File: src/rtl/wseq_pkg.sv
package wseq_pkg;
  localparam int STATE_W = 3;
  localparam logic [STATE_W-1:0] IDLE_ST = 3'd7;

  // byte slots inside one state descriptor
  localparam int B_LEN = 0;
  localparam int B_OPC = 1;
  localparam int B_OUT = 2;
  localparam int B_LGC = 3;

  typedef enum logic [1:0] {LF_AND = 2'b00, LF_OR = 2'b01, LF_XOR = 2'b10, LF_ANDN = 2'b11} lfn_e;

  // reset contents of the table
  function automatic logic [7:0] default_byte(int d, int s, int b);
    logic [7:0] r;
    if (d == 0 && s == 0)      r = (b == B_LEN) ? 8'h81 : (b == B_OPC) ? 8'h01 : (b == B_OUT) ? 8'h05 : 8'h70;
    else if (d == 0 && s == 1) r = (b == B_LEN) ? 8'hB8 : (b == B_OPC) ? 8'h07 : (b == B_OUT) ? 8'h04 : 8'h2D;
    else if (d == 0)           r = (b == B_LEN) ? 8'h01 : (b == B_OUT) ? 8'h04 : 8'h00;
    else                       r = (b == B_LEN) ? 8'h01 : (b == B_OUT) ? 8'h05 : 8'h00;
    return r;
  endfunction

  // operand code to flag value
  function automatic logic pick_flag(logic [2:0] code, logic rdy0, logic tc, logic ff);
    case (code)
      3'd0:    return rdy0;
      3'd5:    return tc;
      3'd6:    return ff;
      default: return 1'b0;
    endcase
  endfunction

  function automatic logic apply_fn(lfn_e fn, logic a, logic b);
    case (fn)
      LF_AND:  return a & b;
      LF_OR:   return a | b;
      LF_XOR:  return a ^ b;
      default: return a & ~b;
    endcase
  endfunction

  // last count value of a timed state; 0 in the length byte wraps to 255 (256 cycles)
  function automatic logic [7:0] dwell_last_count(logic [7:0] len);
    return len - 8'd1;
  endfunction
endpackage

File: src/rtl/wseq_table.sv
module wseq_table
  import wseq_pkg::*;
#(
  parameter int NUM_DESC = 4,
  parameter int NUM_ST   = 7,
  localparam int DESC_W  = $clog2(NUM_DESC),
  localparam int ADDR_W  = DESC_W + 6
) (
  input  logic                clk,
  input  logic                rst_n,
  input  logic                we,
  input  logic [ADDR_W-1:0]   addr,
  input  logic [7:0]          wdata,
  input  logic [DESC_W-1:0]   rd_desc,
  input  logic [STATE_W-1:0]  rd_state,
  output logic [3:0][7:0]     rd_word,
  output logic [2:0]          idle_ctl
);
  logic [DESC_W-1:0]  a_desc;
  logic [STATE_W-1:0] a_state;
  logic [1:0]         a_byte;
  logic               a_idle;
  logic               a_state_ok;
  logic [STATE_W-1:0] rd_idx;

  assign a_idle     = addr[ADDR_W-1];
  assign a_desc     = addr[ADDR_W-2 -: DESC_W];
  assign a_state    = addr[4:2];
  assign a_byte     = addr[1:0];
  assign a_state_ok = int'(a_state) < NUM_ST;   // state 7 writes dropped
  assign rd_idx     = (int'(rd_state) < NUM_ST) ? rd_state : '0;

  logic [NUM_DESC-1:0][3:0][7:0] per_desc;

  for (genvar gd = 0; gd < NUM_DESC; gd++) begin : g_desc
    logic [3:0][7:0] rows_q [NUM_ST];
    logic            hit;
    assign hit = we && !a_idle && a_state_ok && (a_desc == DESC_W'(gd));

    always_ff @(posedge clk or negedge rst_n) begin
      if (!rst_n) begin
        for (int s = 0; s < NUM_ST; s++)
          for (int b = 0; b < 4; b++)
            rows_q[s][b] <= default_byte(gd, s, b);
      end else if (hit) begin
        rows_q[a_state][a_byte] <= wdata;
      end
    end

    assign per_desc[gd] = rows_q[rd_idx];
  end

  assign rd_word = per_desc[rd_desc];

  // idle control value register
  always_ff @(posedge clk or negedge rst_n) begin
    if (!rst_n)                idle_ctl <= 3'b101;
    else if (we && a_idle)     idle_ctl <= wdata[2:0];
  end
endmodule

File: src/rtl/wseq_decide.sv
module wseq_decide
  import wseq_pkg::*;
(
  input  logic [7:0] lgc,
  input  logic       rdy0,
  input  logic       tc_expired,
  input  logic       fifo_full,
  output logic       cond
);
  logic op_a, op_b;
  assign op_a = pick_flag(lgc[5:3], rdy0, tc_expired, fifo_full);
  assign op_b = pick_flag(lgc[2:0], rdy0, tc_expired, fifo_full);
  assign cond = apply_fn(lfn_e'(lgc[7:6]), op_a, op_b);
endmodule

File: src/rtl/wseq_core.sv
module wseq_core
  import wseq_pkg::*;
#(
  parameter int NUM_ST = 7,
  parameter int DESC_W = 2
) (
  input  logic                clk,
  input  logic                rst_n,
  input  logic                start,
  input  logic                abort,
  input  logic [DESC_W-1:0]   desc_sel,
  input  logic [3:0][7:0]     word,
  input  logic                cond,
  input  logic [2:0]          idle_ctl,
  output logic [STATE_W-1:0]  cur_state,
  output logic [DESC_W-1:0]   cur_desc,
  output logic [2:0]          ctl_o,
  output logic                data_o,
  output logic                next_o,
  output logic                done_o,
  output logic                is_active,
  output logic                is_dec,
  output logic                act_reexec,
  output logic                dwell_last
);
  logic [7:0]         cnt_q;
  logic [STATE_W-1:0] nxt_state;
  logic               act_ok;

  assign is_active  = cur_state != IDLE_ST;
  assign is_dec     = is_active && word[B_OPC][0];
  assign act_reexec = word[B_LEN][7];
  assign dwell_last = cnt_q == dwell_last_count(word[B_LEN]);

  always_comb begin
    if (abort)                                   nxt_state = IDLE_ST;
    else if (!is_active)                         nxt_state = start ? '0 : IDLE_ST;
    else if (is_dec)                             nxt_state = cond ? word[B_LEN][5:3]
                                                                  : word[B_LEN][2:0];
    else if (!dwell_last)                        nxt_state = cur_state;
    else if (cur_state == STATE_W'(NUM_ST - 1))  nxt_state = IDLE_ST;
    else                                         nxt_state = cur_state + 3'd1;
  end

  always_ff @(posedge clk or negedge rst_n) begin
    if (!rst_n) begin
      cur_state <= IDLE_ST;
      cur_desc  <= '0;
      cnt_q     <= '0;
      done_o    <= 1'b0;
    end else begin
      cur_state <= nxt_state;
      if (!is_active && start) cur_desc <= desc_sel;
      if (!is_active || is_dec || nxt_state != cur_state) cnt_q <= '0;
      else                                                cnt_q <= cnt_q + 8'd1;
      done_o <= is_active && (nxt_state == IDLE_ST);
    end
  end

  // strobes of a decision state need the re-execute bit
  assign act_ok = !word[B_OPC][0] || act_reexec;
  assign ctl_o  = is_active ? word[B_OUT][2:0] : idle_ctl;
  assign data_o = is_active && act_ok && word[B_OPC][1];
  assign next_o = is_active && act_ok && word[B_OPC][2];

  logic unused_bits;
  assign unused_bits = ^{word[B_LEN][6], word[B_OPC][7:3], word[B_OUT][7:3], word[B_LGC]};
endmodule

File: src/rtl/wseq_top.sv
module wseq_top
  import wseq_pkg::*;
#(
  parameter int NUM_DESC = 4,
  parameter int NUM_ST   = 7,
  localparam int DESC_W  = $clog2(NUM_DESC),
  localparam int ADDR_W  = DESC_W + 6
) (
  input  logic              clk,
  input  logic              rst_n,
  input  logic              start,
  input  logic              abort,
  input  logic [DESC_W-1:0] desc_sel,
  input  logic              rdy0,
  input  logic              tc_expired,
  input  logic              fifo_full,
  input  logic              cfg_we,
  input  logic [ADDR_W-1:0] cfg_addr,
  input  logic [7:0]        cfg_wdata,
  output logic [2:0]        ctl_o,
  output logic              data_o,
  output logic              next_o,
  output logic              done_o
);
  logic [STATE_W-1:0] cur_state;
  logic [DESC_W-1:0]  cur_desc;
  logic [3:0][7:0]    word;
  logic [2:0]         idle_ctl;
  logic               cond, is_active, is_dec, act_reexec, dwell_last;

  wseq_table #(.NUM_DESC(NUM_DESC), .NUM_ST(NUM_ST)) u_table (
    .clk(clk), .rst_n(rst_n), .we(cfg_we), .addr(cfg_addr), .wdata(cfg_wdata),
    .rd_desc(cur_desc), .rd_state(cur_state), .rd_word(word), .idle_ctl(idle_ctl)
  );

  wseq_decide u_decide (
    .lgc(word[B_LGC]), .rdy0(rdy0), .tc_expired(tc_expired), .fifo_full(fifo_full), .cond(cond)
  );

  wseq_core #(.NUM_ST(NUM_ST), .DESC_W(DESC_W)) u_core (
    .clk(clk), .rst_n(rst_n), .start(start), .abort(abort), .desc_sel(desc_sel),
    .word(word), .cond(cond), .idle_ctl(idle_ctl),
    .cur_state(cur_state), .cur_desc(cur_desc), .ctl_o(ctl_o), .data_o(data_o),
    .next_o(next_o), .done_o(done_o), .is_active(is_active), .is_dec(is_dec),
    .act_reexec(act_reexec), .dwell_last(dwell_last)
  );
endmodule

File: config.mk
export PLATFORM = sky130hd
export DESIGN_NAME = wseq_top
export DESIGN_NICKNAME = d
export VERILOG_FILES = /design/src/rtl/wseq_pkg.sv /design/src/rtl/wseq_table.sv /design/src/rtl/wseq_decide.sv /design/src/rtl/wseq_core.sv /design/src/rtl/wseq_top.sv
export SDC_FILE = /design/constraint.sdc
export NUM_CORES = 1
export LEC_CHECK = 0
export CAP_MARGIN = 10
export CORE_MARGIN = 2
export CORE_UTILIZATION = 59
export CTS_BUF_LIST = sky130_fd_sc_hd__clkbuf_16
export CTS_CLUSTER_SIZE = 8
export DETAILED_ROUTE_END_ITERATION = 8
export MAX_ROUTING_LAYER = met4
export PLACE_DENSITY = 0.75
export RECOVER_POWER = 50
export REMOVE_ABC_BUFFERS = 1
export SKIP_CTS_REPAIR_TIMING = 1
export SYNTH_ARGS = -nofsm -noshare
export SYNTH_HDL_FRONTEND = slang
export SYNTH_SLANG_ARGS = --single-unit
export TNS_END_PERCENT = 20
File: constraint.sdc
create_clock -name clk -period 6.7 [get_ports clk]
set_input_delay 2.01 -clock clk [delete_from_list [all_inputs] [get_ports clk]]
set_output_delay 2.01 -clock clk [all_outputs]
set_load 0.005 [all_outputs]
==> flow_summary.toml <==
[critical_path]
crit_path_end_kind = "primary output"
start_kind = "register"
crit_fanout = 46
max_stage_delay_ns = 0.96
crit_slowest_cell = "dfstp_4"
arrival_ns = 4.47
path_cells = "buf_4 > nand2_1 > nand2_1 > buf_4 > mux4_2 > mux2i_1 > o22ai_1 > o21ai_0 > nor2_1 > clkdlybuf4s50_1"
required_ns = 4.69
path_class = "register to primary output"

[synth]
syn_inst = 2536
synth_seq_cells = 633
synthArstFlopShare_pct = 100
yosys_most_used_dff = "dfrtp_1"
avgSynthCellArea_sq_um = 12.5
yosysSeqAreaShare_pct = 50.2
syn_area_sq_mm = 0.0318
yosys_warnings = 0
synth-edff-count = 0
synth.distinct_cells = 94

[timing]
rsz0062_at_grt = "no"
fin_skew_ns = 0.0208
slew-limit-headroom_pct = -125
period_needed_ns = 6.48
tightestPinTransition_ns = 3.38
fin_crit_sh_pct = 96.7
setup_slack_ns = 0.223
hold_viol = 0
slew_violations = 648
setup_viol = 0
setup_tns_ns = 0
holdWs_ns = 0.501
fmax_mhz = 154

[grt]
grt_pass1_wl_microns = 142000
antenna_found_initial = 3
grt_pass1_vias = 23100
grt_max_degree = 153
use_met1_pct = 45.6
grtUsageTotal_pct = 34.6
grtUsageMet2_pct = 51.2
grtUsageMet3_pct = 7.55
top_usage_layer = "met2"
grt.overflow.total = 0

[floorplan]
die_h_microns = 236
initial_core_util_pct = 59.4
die_area_sq_mm = 0.0558
pin_count = 32
row_count = 85
design.core.area_sq_mm = 0.0536
die_x_microns = 236

[clock_tree]
numCtsBuffers = 89
ctsHtreeMaxLevel = 3
clk_latency_ns = 0.64
cts_tree = "yes"
clockRootBuffer = "clkbuf_16"
max-clock-path-buffers = 3
clk_pin_slew_ns = 0.06
cts.sinks = 633

[cells_and_area]
fin_nets = 2564
final_util_pct = 65.5
syn2layout_area_growth_pct = 10.3
mostFrequentLayoutCells = "mux2_2, dfrtp_1, nand2_1, nor2_1, mux2i_1"
final_common_cell = "mux2_2"
drive_gt1_share_pct = 39.5

[pwr]
peakVddDrop_v = 0.000206
p_leak_nw = 16.6
pwr_density_cell_mw_per_mm2 = 364

[placement]
dp_slack_ns = 0.659
port_buffers = 31
dpl.hpwl_microns = 59500
gp_congestion = 1.02

[hold_path]
hold_path_class = "register to register"

[drt]
via_per_inst = 6.84
drtIter0Drc = 2534
via_count = 22500
drt_wl_total_microns = 93200
dr.pass1.iters = 7
drc = 0
wl_per_cell_microns = 28.4
ant_nets = 0

[run]
drv_cap = 7

[run_status]
violations = "max-capacitance violations, max-slew violations"
outcome = "complete, but fails checks"
[per-layer routing]
metal  wire [microns]  vias up
met4             4390        0
met5                0        -
met1            38000    11600
met2            42500     1169
met3             8330      294
li1                 -     9390
[state kept, by name, summed over array words and instances, names as in the netlist]
name / cells
u_table.g_desc.rows_q: 616
u_core.cnt_q: 8
u_core.cur_state: 3
u_table.idle_ctl: 3
u_core.cur_desc: 2
u_core.done_o: 1
[through the flow]
stage                     total power (W)  std cells  area (sq um)
after floorplan                   0.00698       2338         30900
after global placement            0.00852       3134         32600
after detailed placement          0.00859       3134         32600
after CTS                          0.0127       3281         35200
after global routing               0.0132       3284         35100
final                              0.0128       3284         35100
[kinds of logic after synthesis]
family                     share of synthesized area (%)
muxes                                               30.2
AOI/OAI and AO/OA                                   9.38
and+or+nand+nor                                     6.31
xor gates and xnor gates                           0.330
adders and majority gates                          0.354
buffers and inverters                               3.24
DFF                                                 50.2
[worst max-delay path: cells and delay by family, from the launching register on]
kind	cells	cell delay (ns)
buf+inv	3	1.09
flops	1	0.96
compound gates	2	0.26
mux	2	0.48
simple gates	3	0.97
[power breakdown]
part / internal, W / leakage, nW / switching [W]
Clock: 0.00240 / 1.42 / 0.00168
Sequential: 0.00405 / 8.39 / 0.000278
Combinational: 0.00157 / 6.80 / 0.00281
[cell usage after synthesis (7+ instances only)]
| cell | n | area share, % |
|---|---|---|
| a211o_1 | 7 | 0.19 |
| a211oi_1 | 17 | 0.40 |
| a21boi_0 | 10 | 0.24 |
| a21oi_1 | 65 | 1.0 |
| a221o_1 | 15 | 0.47 |
| a221oi_1 | 21 | 0.58 |
| a22oi_1 | 19 | 0.45 |
| a2bb2oi_1 | 9 | 0.25 |
| and2_1 | 8 | 0.16 |
| buf_1 | 13 | 0.15 |
| buf_2 | 34 | 0.53 |
| buf_4 | 13 | 0.31 |
| buf_6 | 7 | 0.25 |
| clkbuf_1 | 127 | 1.5 |
| dfrtp_1 | 535 | 42 |
| dfstp_2 | 98 | 8.1 |
| ha_1 | 9 | 0.35 |
| inv_1 | 23 | 0.27 |
| mux2_1 | 8 | 0.28 |
| mux2_2 | 679 | 24 |
| mux2i_1 | 107 | 3.4 |
| mux4_2 | 36 | 2.5 |
| nand2_1 | 130 | 1.5 |
| nand2b_1 | 18 | 0.35 |
| nand3_1 | 38 | 0.60 |
| nor2_1 | 126 | 1.5 |
| nor2b_1 | 15 | 0.29 |
| nor3_1 | 23 | 0.36 |
| o211ai_1 | 20 | 0.47 |
| o21ai_0 | 66 | 1.0 |
| o221ai_1 | 18 | 0.50 |
| o22ai_1 | 59 | 1.2 |
| o2bb2ai_1 | 7 | 0.19 |
| o311ai_0 | 7 | 0.19 |
| or2_2 | 7 | 0.14 |
| or3_1 | 7 | 0.14 |
| xnor2_1 | 9 | 0.25 |
[worst paths after layout]
check,from,end,slack (ns),depth (start not counted)
hold / removal,u_table.g_desc[2].rows_q[124],u_table.g_desc[2].rows_q[124],0.50,1
max in group asynchronous,rst_n,u_table.g_desc[1].rows_q[138],0.99,2
min in group asynchronous,rst_n,u_table.g_desc[3].rows_q[1],2.22,1
setup reg to reg,u_core.cur_state[1],u_core.cnt_q[6],0.49,16
setup / recovery,u_core.cur_state[0],data_o,0.22,10
hold reg to reg,u_table.g_desc[2].rows_q[124],u_table.g_desc[2].rows_q[124],0.50,1
[cell type report]
cell class | instances | area [sq um]
timing repair buffer | 100 | 796
fill | 3935 | 18500
multi-input combinational | 1681 | 14800
antenna | 3 | 7.51
inverter | 24 | 90.1
clock inverter | 57 | 278
tap | 696 | 871
sequential | 633 | 16000
clock buffer | 90 | 2250
No activity file was read; power rests on OpenSTA's default activity.
